$ cat config.mk
export PLATFORM = sky130hd
export DESIGN_NAME = xcorr_sign_acc
export DESIGN_NICKNAME = d
export VERILOG_FILES = /design/src/rtl/xcorr_pkg.sv /design/src/rtl/xc_rst_sync.sv /design/src/rtl/xc_opnd_regs.sv /design/src/rtl/xc_row_addsub.sv /design/src/rtl/xc_acc_bank.sv /design/src/rtl/xcorr_sign_acc.sv
export SDC_FILE = /design/constraint.sdc
export NUM_CORES = 2
export LEC_CHECK = 0
export BUFFER_PORTS_ARGS = -buffer_cell sky130_fd_sc_hd__buf_2
export CAP_MARGIN = 0
export CORE_MARGIN = 2
export CORE_UTILIZATION = 40
export CTS_CLUSTER_DIAMETER = 200
export DETAILED_ROUTE_END_ITERATION = 8
export GPL_ROUTABILITY_DRIVEN = 0
export HOLD_SLACK_MARGIN = 0.1
export PLACE_DENSITY = 0.61
export SLEW_MARGIN = 20
export SYNTH_ARGS = -nofsm -noshare
export SYNTH_HDL_FRONTEND = slang
export SYNTH_HIERARCHICAL = 1
export SYNTH_SLANG_ARGS = --single-unit
$ cat constraint.sdc
create_clock -name clk -period 17.6 [get_ports clk]
set_input_delay 3.52 -clock clk [delete_from_list [all_inputs] [get_ports clk]]
set_output_delay 3.52 -clock clk [all_outputs]
set_load 0.05 [all_outputs]
$ cat src/rtl/xcorr_pkg.sv
`timescale 1ns/1ps
package xcorr_pkg;
  parameter int unsigned LANES  = 8;
  parameter int unsigned LANE_W = 8;
  parameter int unsigned ROWS   = 8;
  localparam int unsigned ROW_W = LANES * LANE_W;
  localparam int unsigned SEL_W = (ROWS > 1) ? $clog2(ROWS) : 1;
endpackage

$ cat src/rtl/xc_rst_sync.sv
`timescale 1ns/1ps
module xc_rst_sync (
  input  logic clk,
  input  logic rst_n_in,
  output logic rst_n_out
);
  logic [1:0] sync_q;

  always_ff @(posedge clk or negedge rst_n_in) begin
    if (!rst_n_in) sync_q <= 2'b00;
    else           sync_q <= {sync_q[0], 1'b1};
  end

  assign rst_n_out = sync_q[1];
endmodule

$ cat src/rtl/xc_opnd_regs.sv
`timescale 1ns/1ps
module xc_opnd_regs #(
  parameter int unsigned ROW_W = xcorr_pkg::ROW_W,
  parameter int unsigned ROWS  = xcorr_pkg::ROWS
) (
  input  logic             clk,
  input  logic             rst_n,
  input  logic             opnd_ld,
  input  logic [ROW_W-1:0] opnd_din,
  input  logic             sign_ld,
  input  logic [ROWS-1:0]  sign_din,
  output logic [ROW_W-1:0] opnd_q,
  output logic [ROWS-1:0]  sign_q
);
  logic [ROW_W-1:0] opnd_d;
  logic [ROWS-1:0]  sign_d;

  always_comb begin
    opnd_d = opnd_q;
    sign_d = sign_q;
    if (opnd_ld) opnd_d = opnd_din;
    if (sign_ld) sign_d = sign_din;
  end

  always_ff @(posedge clk or negedge rst_n) begin
    if (!rst_n) begin
      opnd_q <= '0;
      sign_q <= '0;
    end else begin
      opnd_q <= opnd_d;
      sign_q <= sign_d;
    end
  end

  AST_OPND_LOAD: assert property (@(posedge clk) disable iff (!rst_n)
    opnd_ld |=> opnd_q == $past(opnd_din));
  AST_OPND_KEEP: assert property (@(posedge clk) disable iff (!rst_n)
    !opnd_ld |=> $stable(opnd_q));
  AST_SIGN_LOAD: assert property (@(posedge clk) disable iff (!rst_n)
    sign_ld |=> sign_q == $past(sign_din));
endmodule

$ cat src/rtl/xc_row_addsub.sv
`timescale 1ns/1ps
module xc_row_addsub #(
  parameter int unsigned LANES  = xcorr_pkg::LANES,
  parameter int unsigned LANE_W = xcorr_pkg::LANE_W,
  localparam int unsigned ROW_W = LANES * LANE_W
) (
  input  logic [ROW_W-1:0] acc_row,
  input  logic [ROW_W-1:0] opnd,
  input  logic             add_sel,
  output logic [ROW_W-1:0] row_next
);
  for (genvar l = 0; l < LANES; l++) begin : g_lane
    logic [LANE_W-1:0] a_lane;
    logic [LANE_W-1:0] b_lane;
    assign a_lane = acc_row[l*LANE_W +: LANE_W];
    assign b_lane = opnd[l*LANE_W +: LANE_W];
    assign row_next[l*LANE_W +: LANE_W] = add_sel ? (a_lane + b_lane) : (a_lane - b_lane);
  end
endmodule

$ cat src/rtl/xc_acc_bank.sv
`timescale 1ns/1ps
module xc_acc_bank #(
  parameter int unsigned LANES  = xcorr_pkg::LANES,
  parameter int unsigned LANE_W = xcorr_pkg::LANE_W,
  parameter int unsigned ROWS   = xcorr_pkg::ROWS,
  localparam int unsigned ROW_W = LANES * LANE_W,
  localparam int unsigned SEL_W = (ROWS > 1) ? $clog2(ROWS) : 1
) (
  input  logic             clk,
  input  logic             rst_n,
  input  logic             upd,
  input  logic             clr,
  input  logic [ROW_W-1:0] opnd,
  input  logic [ROWS-1:0]  sign,
  input  logic [SEL_W-1:0] rd_sel,
  output logic [ROW_W-1:0] rd_row
);
  logic [ROW_W-1:0] acc_q   [ROWS];
  logic [ROW_W-1:0] acc_sum [ROWS];
  logic [ROW_W-1:0] acc_d   [ROWS];
  logic             acc_en;

  for (genvar r = 0; r < ROWS; r++) begin : g_row
    xc_row_addsub #(.LANES(LANES), .LANE_W(LANE_W)) u_addsub (
      .acc_row  (acc_q[r]),
      .opnd     (opnd),
      .add_sel  (sign[r]),
      .row_next (acc_sum[r])
    );
  end

  assign acc_en = upd | clr;

  always_comb begin
    for (int r = 0; r < ROWS; r++) begin
      if (clr) acc_d[r] = '0;
      else     acc_d[r] = acc_sum[r];
    end
  end

  always_ff @(posedge clk or negedge rst_n) begin
    if (!rst_n) begin
      for (int r = 0; r < ROWS; r++) acc_q[r] <= '0;
    end else if (acc_en) begin
      for (int r = 0; r < ROWS; r++) acc_q[r] <= acc_d[r];
    end
  end

  assign rd_row = acc_q[rd_sel];

  for (genvar r = 0; r < ROWS; r++) begin : g_chk
    AST_ROW_CLEAR: assert property (@(posedge clk) disable iff (!rst_n)
      clr |=> acc_q[r] == '0);
    AST_ROW_HOLD: assert property (@(posedge clk) disable iff (!rst_n)
      (!upd && !clr) |=> $stable(acc_q[r]));
    for (genvar l = 0; l < LANES; l++) begin : g_lchk
      AST_LANE_ADD: assert property (@(posedge clk) disable iff (!rst_n)
        (upd && !clr && sign[r]) |=> acc_q[r][l*LANE_W +: LANE_W] ==
          LANE_W'($past(acc_q[r][l*LANE_W +: LANE_W]) + $past(opnd[l*LANE_W +: LANE_W])));
      AST_LANE_SUB: assert property (@(posedge clk) disable iff (!rst_n)
        (upd && !clr && !sign[r]) |=> acc_q[r][l*LANE_W +: LANE_W] ==
          LANE_W'($past(acc_q[r][l*LANE_W +: LANE_W]) - $past(opnd[l*LANE_W +: LANE_W])));
    end
  end
endmodule

$ cat src/rtl/xcorr_sign_acc.sv
`timescale 1ns/1ps
module xcorr_sign_acc #(
  parameter int unsigned LANES  = xcorr_pkg::LANES,
  parameter int unsigned LANE_W = xcorr_pkg::LANE_W,
  parameter int unsigned ROWS   = xcorr_pkg::ROWS,
  localparam int unsigned ROW_W = LANES * LANE_W,
  localparam int unsigned SEL_W = (ROWS > 1) ? $clog2(ROWS) : 1
) (
  input  logic             clk,
  input  logic             rst_n,
  input  logic             opnd_ld,
  input  logic [ROW_W-1:0] opnd_din,
  input  logic             sign_ld,
  input  logic [ROWS-1:0]  sign_din,
  input  logic             upd,
  input  logic             clr,
  input  logic [SEL_W-1:0] rd_sel,
  output logic [ROW_W-1:0] rd_row
);
  logic             rst_n_s;
  logic [ROW_W-1:0] opnd_q;
  logic [ROWS-1:0]  sign_q;

  xc_rst_sync u_rst (
    .clk       (clk),
    .rst_n_in  (rst_n),
    .rst_n_out (rst_n_s)
  );

  xc_opnd_regs #(.ROW_W(ROW_W), .ROWS(ROWS)) u_regs (
    .clk      (clk),
    .rst_n    (rst_n_s),
    .opnd_ld  (opnd_ld),
    .opnd_din (opnd_din),
    .sign_ld  (sign_ld),
    .sign_din (sign_din),
    .opnd_q   (opnd_q),
    .sign_q   (sign_q)
  );

  xc_acc_bank #(.LANES(LANES), .LANE_W(LANE_W), .ROWS(ROWS)) u_bank (
    .clk    (clk),
    .rst_n  (rst_n_s),
    .upd    (upd),
    .clr    (clr),
    .opnd   (opnd_q),
    .sign   (sign_q),
    .rd_sel (rd_sel),
    .rd_row (rd_row)
  );
endmodule

**Word-level counts from Yosys, hierarchy flattened**

Cells that the tools add are included.
Widths: inputs -> output; s select.

- Output and inout port bits: 64
- Input port bits: 81
- Register bits after elaboration: 586
- Word-level logic and storage cells: 217

- Bitwise logic cells: 2
- $lt $le $gt $ge: 1
- Add/sub/neg operators: 128
- Muxes and demuxes: 75

Operators with widths:

| kind | number |
|---|---|
| $mux 64 | 10 |
| $add 8x8->8 | 64 |
| $mux 8 | 64 |
| $sub 8x8->8 | 64 |
| $bmux 64 s3 | 1 |
| $ge 4x4->1 const B | 1 |
| $not 3->4 | 1 |
| $or 1x1->1 | 1 |

**Longest topological paths before layout**

- Depth after elaboration: 4
- Mapped depth: 12
- Mapped depth without buffers: 12

**By module**

The synthesis kept the hierarchy.

By module, submodules not included:

| module | area each (µm²) | times used | cells each |
|---|---|---|---|
| xc_acc_bank | 24184.4 | 1 | 1877 |
| xc_row_addsub (u_bank.g_row[2].u_addsub ...) | 3535.9 | 3 | 471 |
| xc_row_addsub (u_bank.g_row[6].u_addsub) | 3439.5 | 1 | 476 |
| xc_row_addsub (u_bank.g_row[7].u_addsub) | 3430.8 | 1 | 472 |
| xc_row_addsub (u_bank.g_row[1].u_addsub) | 3428.3 | 1 | 473 |
| xc_row_addsub (u_bank.g_row[5].u_addsub) | 3425.8 | 1 | 473 |
| xc_row_addsub (u_bank.g_row[0].u_addsub) | 3423.3 | 1 | 472 |
| xc_opnd_regs | 2974.1 | 1 | 152 |
| xc_rst_sync | 53.8 | 1 | 3 |

**Worst setup path before layout**

OpenSTA, ideal clock, no wires.

- Kind: input -> output
- Start point: input port rd_sel[0]
- End point: output port rd_row[47]
- Data required time: 14080 ps
- Arrival: 4778 ps
- Stages: 4
- Path slack: 9302 ps
- Cell sequence: buf_6 buf_4 mux4_2 mux2_2

- Cells in the longest elaborated chain, start to end: 4

Ends and longest elaborated chain:

| what | line | text |
|---|---|---|
| start: declaration | xcorr_sign_acc.sv:17 | `input logic [SEL_W-1:0] rd_sel,` |
| $not 3->4 (implied by the code) | xc_acc_bank.sv:49 | `assign rd_row = acc_q[rd_sel];` |
| $bmux 64 s3 | xc_acc_bank.sv:49 |  |
| $mux 64 (implied by the code) (2 in a row) | xc_acc_bank.sv:49 |  |
| end: declaration | xcorr_sign_acc.sv:18 | `output logic [ROW_W-1:0] rd_row` |

Every way passes these cells. The select of a mux whose other input is x is not followed.

**Final worst setup path**

- Start point: input port rd_sel[2]
- End point: output port rd_row[25]

The elaborated chain is that of the path after synthesis.

==> results.json <==
{
  "route.detailed.wl_per_inst_um": 19.5,
  "clock_transition_at_path_regs_ns": 0.06,
  "postSynth.asyncResetShare_pct": 100,
  "post_drt_via_cell_ratio": 5.57,
  "finalSetupViolCount": 0,
  "finalNetCount": 6549,
  "met2RoutedLength_um": 71500,
  "post_synth_top_flop": "sky130_fd_sc_hd__dfrtp_1",
  "die_x_um": 375,
  "timing_hold_violations_final": 0,
  "fin_worst_skew_ns": 0.0332,
  "synth.lib_cells_used.distinct": 48,
  "r2r-start": "u_regs/sign_q[2]",
  "detailedRoute.firstIterationViolations": 2911,
  "grt_use_total_pct": 21.5,
  "r2r.worst_path.cells": 9,
  "most-common-layout-cells": "sky130_fd_sc_hd__nor2_1, sky130_fd_sc_hd__dfrtp_1, sky130_fd_sc_hd__mux2i_1, sky130_fd_sc_hd__ha_1",
  "initial_core_util_pct": 40.1,
  "layout.cells.most_common": "sky130_fd_sc_hd__nor2_1",
  "outcome": "completed",
  "postCtsSetupRepairBufs": 0,
  "tritoncts": "done",
  "design.portCount": 145,
  "post_route_cells_drive_above_1_share_pct": 12.3,
  "detailroute.via_count": 43134,
  "r2r-end": "u_bank/acc_q[350]",
  "numClockSinks": 586,
  "wirelength_um": 151000,
  "footprint_of_the_multi_input_gates_mm2": 0.0374,
  "seq_area_mm2": 0.0147,
  "num_antenna_cells": 0,
  "worstHoldStart": "u_rst/sync_q[0]",
  "path_max_fanout": 72,
  "number_of_cells_on_the_worst_hold_path": 0,
  "cts.path.max_buffers": 3,
  "achievable-frequency_mhz": 106,
  "yosys_warnings": 6,
  "crit_path_start_kind": "primary input",
  "fin_ws_ns": 8.12,
  "core_region_area_mm2": 0.137,
  "detailedRoute.firstPassIterationCount": 5,
  "htreeDepth": 3,
  "port-buffer-count": 144,
  "setup.worst_path.end_class": "output port",
  "wl_met3_um": 5960,
  "highest_layer": "met4",
  "synth_edf_count": 0,
  "hold_end": "u_rst/sync_q[1]",
  "globalRouteOverflowTotal": 0,
  "dp.final_hpwl_um": 105000,
  "antenna_found_initial": 1,
  "synthesis.instances": 5811,
  "ir_drop_mv": 0.0920,
  "worstPathArrival_ns": 5.96,
  "netlist_area_mm2": 0.0550,
  "height_of_the_die_um": 375,
  "setup_total_negative_slack_ns": 0,
  "filler_cell_count": 12977,
  "detailedPlace.worstSlack_ns": 8.08,
  "cts_root_buffer": "sky130_fd_sc_hd__clkbuf_16",
  "first_global_vias": 43029,
  "maxCapViolCount": 0,
  "ys_ff_latch": 586,
  "detail_route.wirelength.met1_um": 69000,
  "cts_inserted_buffers": 80,
  "finalMaxSlewViolations": 0,
  "min-delay-path-class": "flip-flop to flip-flop",
  "worst-slew-pin-transition_ns": 1.19,
  "powerDensity_mw_per_mm2": 143,
  "power_leakage_nw": 29.1,
  "drc": 0,
  "criticalPathCategory": "primary input to output port",
  "grt_start_max_net_pins": 179,
  "synth_nets": 6468,
  "timing.critical_path.required_ns": 14.08,
  "grt_setup_unrepaired": "no",
  "postCtsHoldBufs": 0,
  "post_cts.resized_instances": 0,
  "period_minus_slack_ns": 9.48,
  "seq_area_frac_synth_pct": 26.7,
  "design.die.area_mm2": 0.140,
  "synth_area_per_cell_um2": 9.46,
  "fin_crit_sh_pct": 53.9,
  "maxSlewHeadroom_pct": 20.7,
  "worstSkewPairLatency_ns": 0.70,
  "ant_nets": 0,
  "setup.reg_to_reg.worst_slack_ns": 14.13,
  "area_growth_syn_to_layout_pct": 9.26,
  "std_cell_rows": 136,
  "grt_first_pass_wirelength_um": 242000
}
[synth_stat cells (all sizes together), types with 103 or more instances]
cell type | instances | area [um2]
mux2 | 200 | 2480
nor2 | 901 | 3380
ha | 512 | 6410
mux4 | 128 | 2880
xor2 | 294 | 2570
xnor2 | 474 | 4150
dfrtp | 586 | 14700
nor3 | 229 | 1240
buf | 136 | 827
mux2i | 512 | 5120
nand3 | 164 | 821
o21bai | 103 | 773
inv | 474 | 1780
a21oi | 245 | 1290
a31oi | 173 | 1080
[state kept, by name (all words and copies together), names as in the netlist]
| signal | count |
|---|---|
| u_bank/acc_q | 512 |
| u_regs/opnd_q | 64 |
| u_regs/sign_q | 8 |
| u_rst/sync_q | 2 |
[layer usage]
layer,track usage [%],up-vias
met5,0,-
met4,7.46,0
li1,-,20693
met3,2.46,219
met2,36.1,911
met1,28.5,21311
[power breakdown]
group / leakage [nW] / internal, W / switching [W]
registers: 7.64 / 0.00172 / 0.000569
logic: 20.2 / 0.00214 / 0.00249
clock network: 1.31 / 0.00101 / 0.000686
total: 29.1 / 0.00486 / 0.00374
[kinds of logic after synthesis]
kind of cell / synth area share [%]
AND/OR/NAND/NOR: 12.6
multiplexers: 19.1
adder cells (fa/ha/maj): 14.0
other: 0.00682
flip-flops: 26.7
XOR/XNOR: 12.2
AO/OA/AOI/OAI: 10.2
buffers and inverters: 5.21
[area by class of cell]
cell class              count  share of cell area (%)
clock buffers             115                    3.87
clock inverters            24                   0.550
inverters                 474                    2.96
multi-input cells        4546                    62.3
flip-flops and latches    586                    24.4
well taps                1794                    3.74
repair buffers            204                    2.10
[worst max path at each step]
stage	to	start	slack, ns	cells after the start
after floorplan	u_bank/acc_q[0]	u_rst/sync_q[1]	0.06	0
after detailed placement	rd_row[36]	rd_sel[0]	8.08	5
after global placement	rd_row[36]	rd_sel[0]	8.13	5
final	rd_row[25]	rd_sel[2]	8.12	5
after CTS	rd_row[36]	rd_sel[0]	8.08	5
after global routing	rd_row[36]	rd_sel[0]	7.93	5
[worst max-delay path, cell delays in order]
cell	delay [ns]
sky130_fd_sc_hd__buf_6	0.41
sky130_fd_sc_hd__buf_4	0.93
sky130_fd_sc_hd__mux4_2	0.43
sky130_fd_sc_hd__mux2_2	0.33
sky130_fd_sc_hd__buf_2	0.23
[through the flow]
step                util (%)  instances  hold slack [ns]  power, W  cell area (um2)
floorplan                  -       5811            0.331   0.00586            55000
global placement        41.9       7604            0.338   0.00674            57400
detailed placement      41.9       7604            0.337   0.00688            57400
CTS                     43.8       7743            0.360   0.00864            60100
global route            43.8       7743            0.379   0.00930            60100
finish                  43.8       7743            0.353   0.00860            60100
Power figures use the tool's default switching activity.
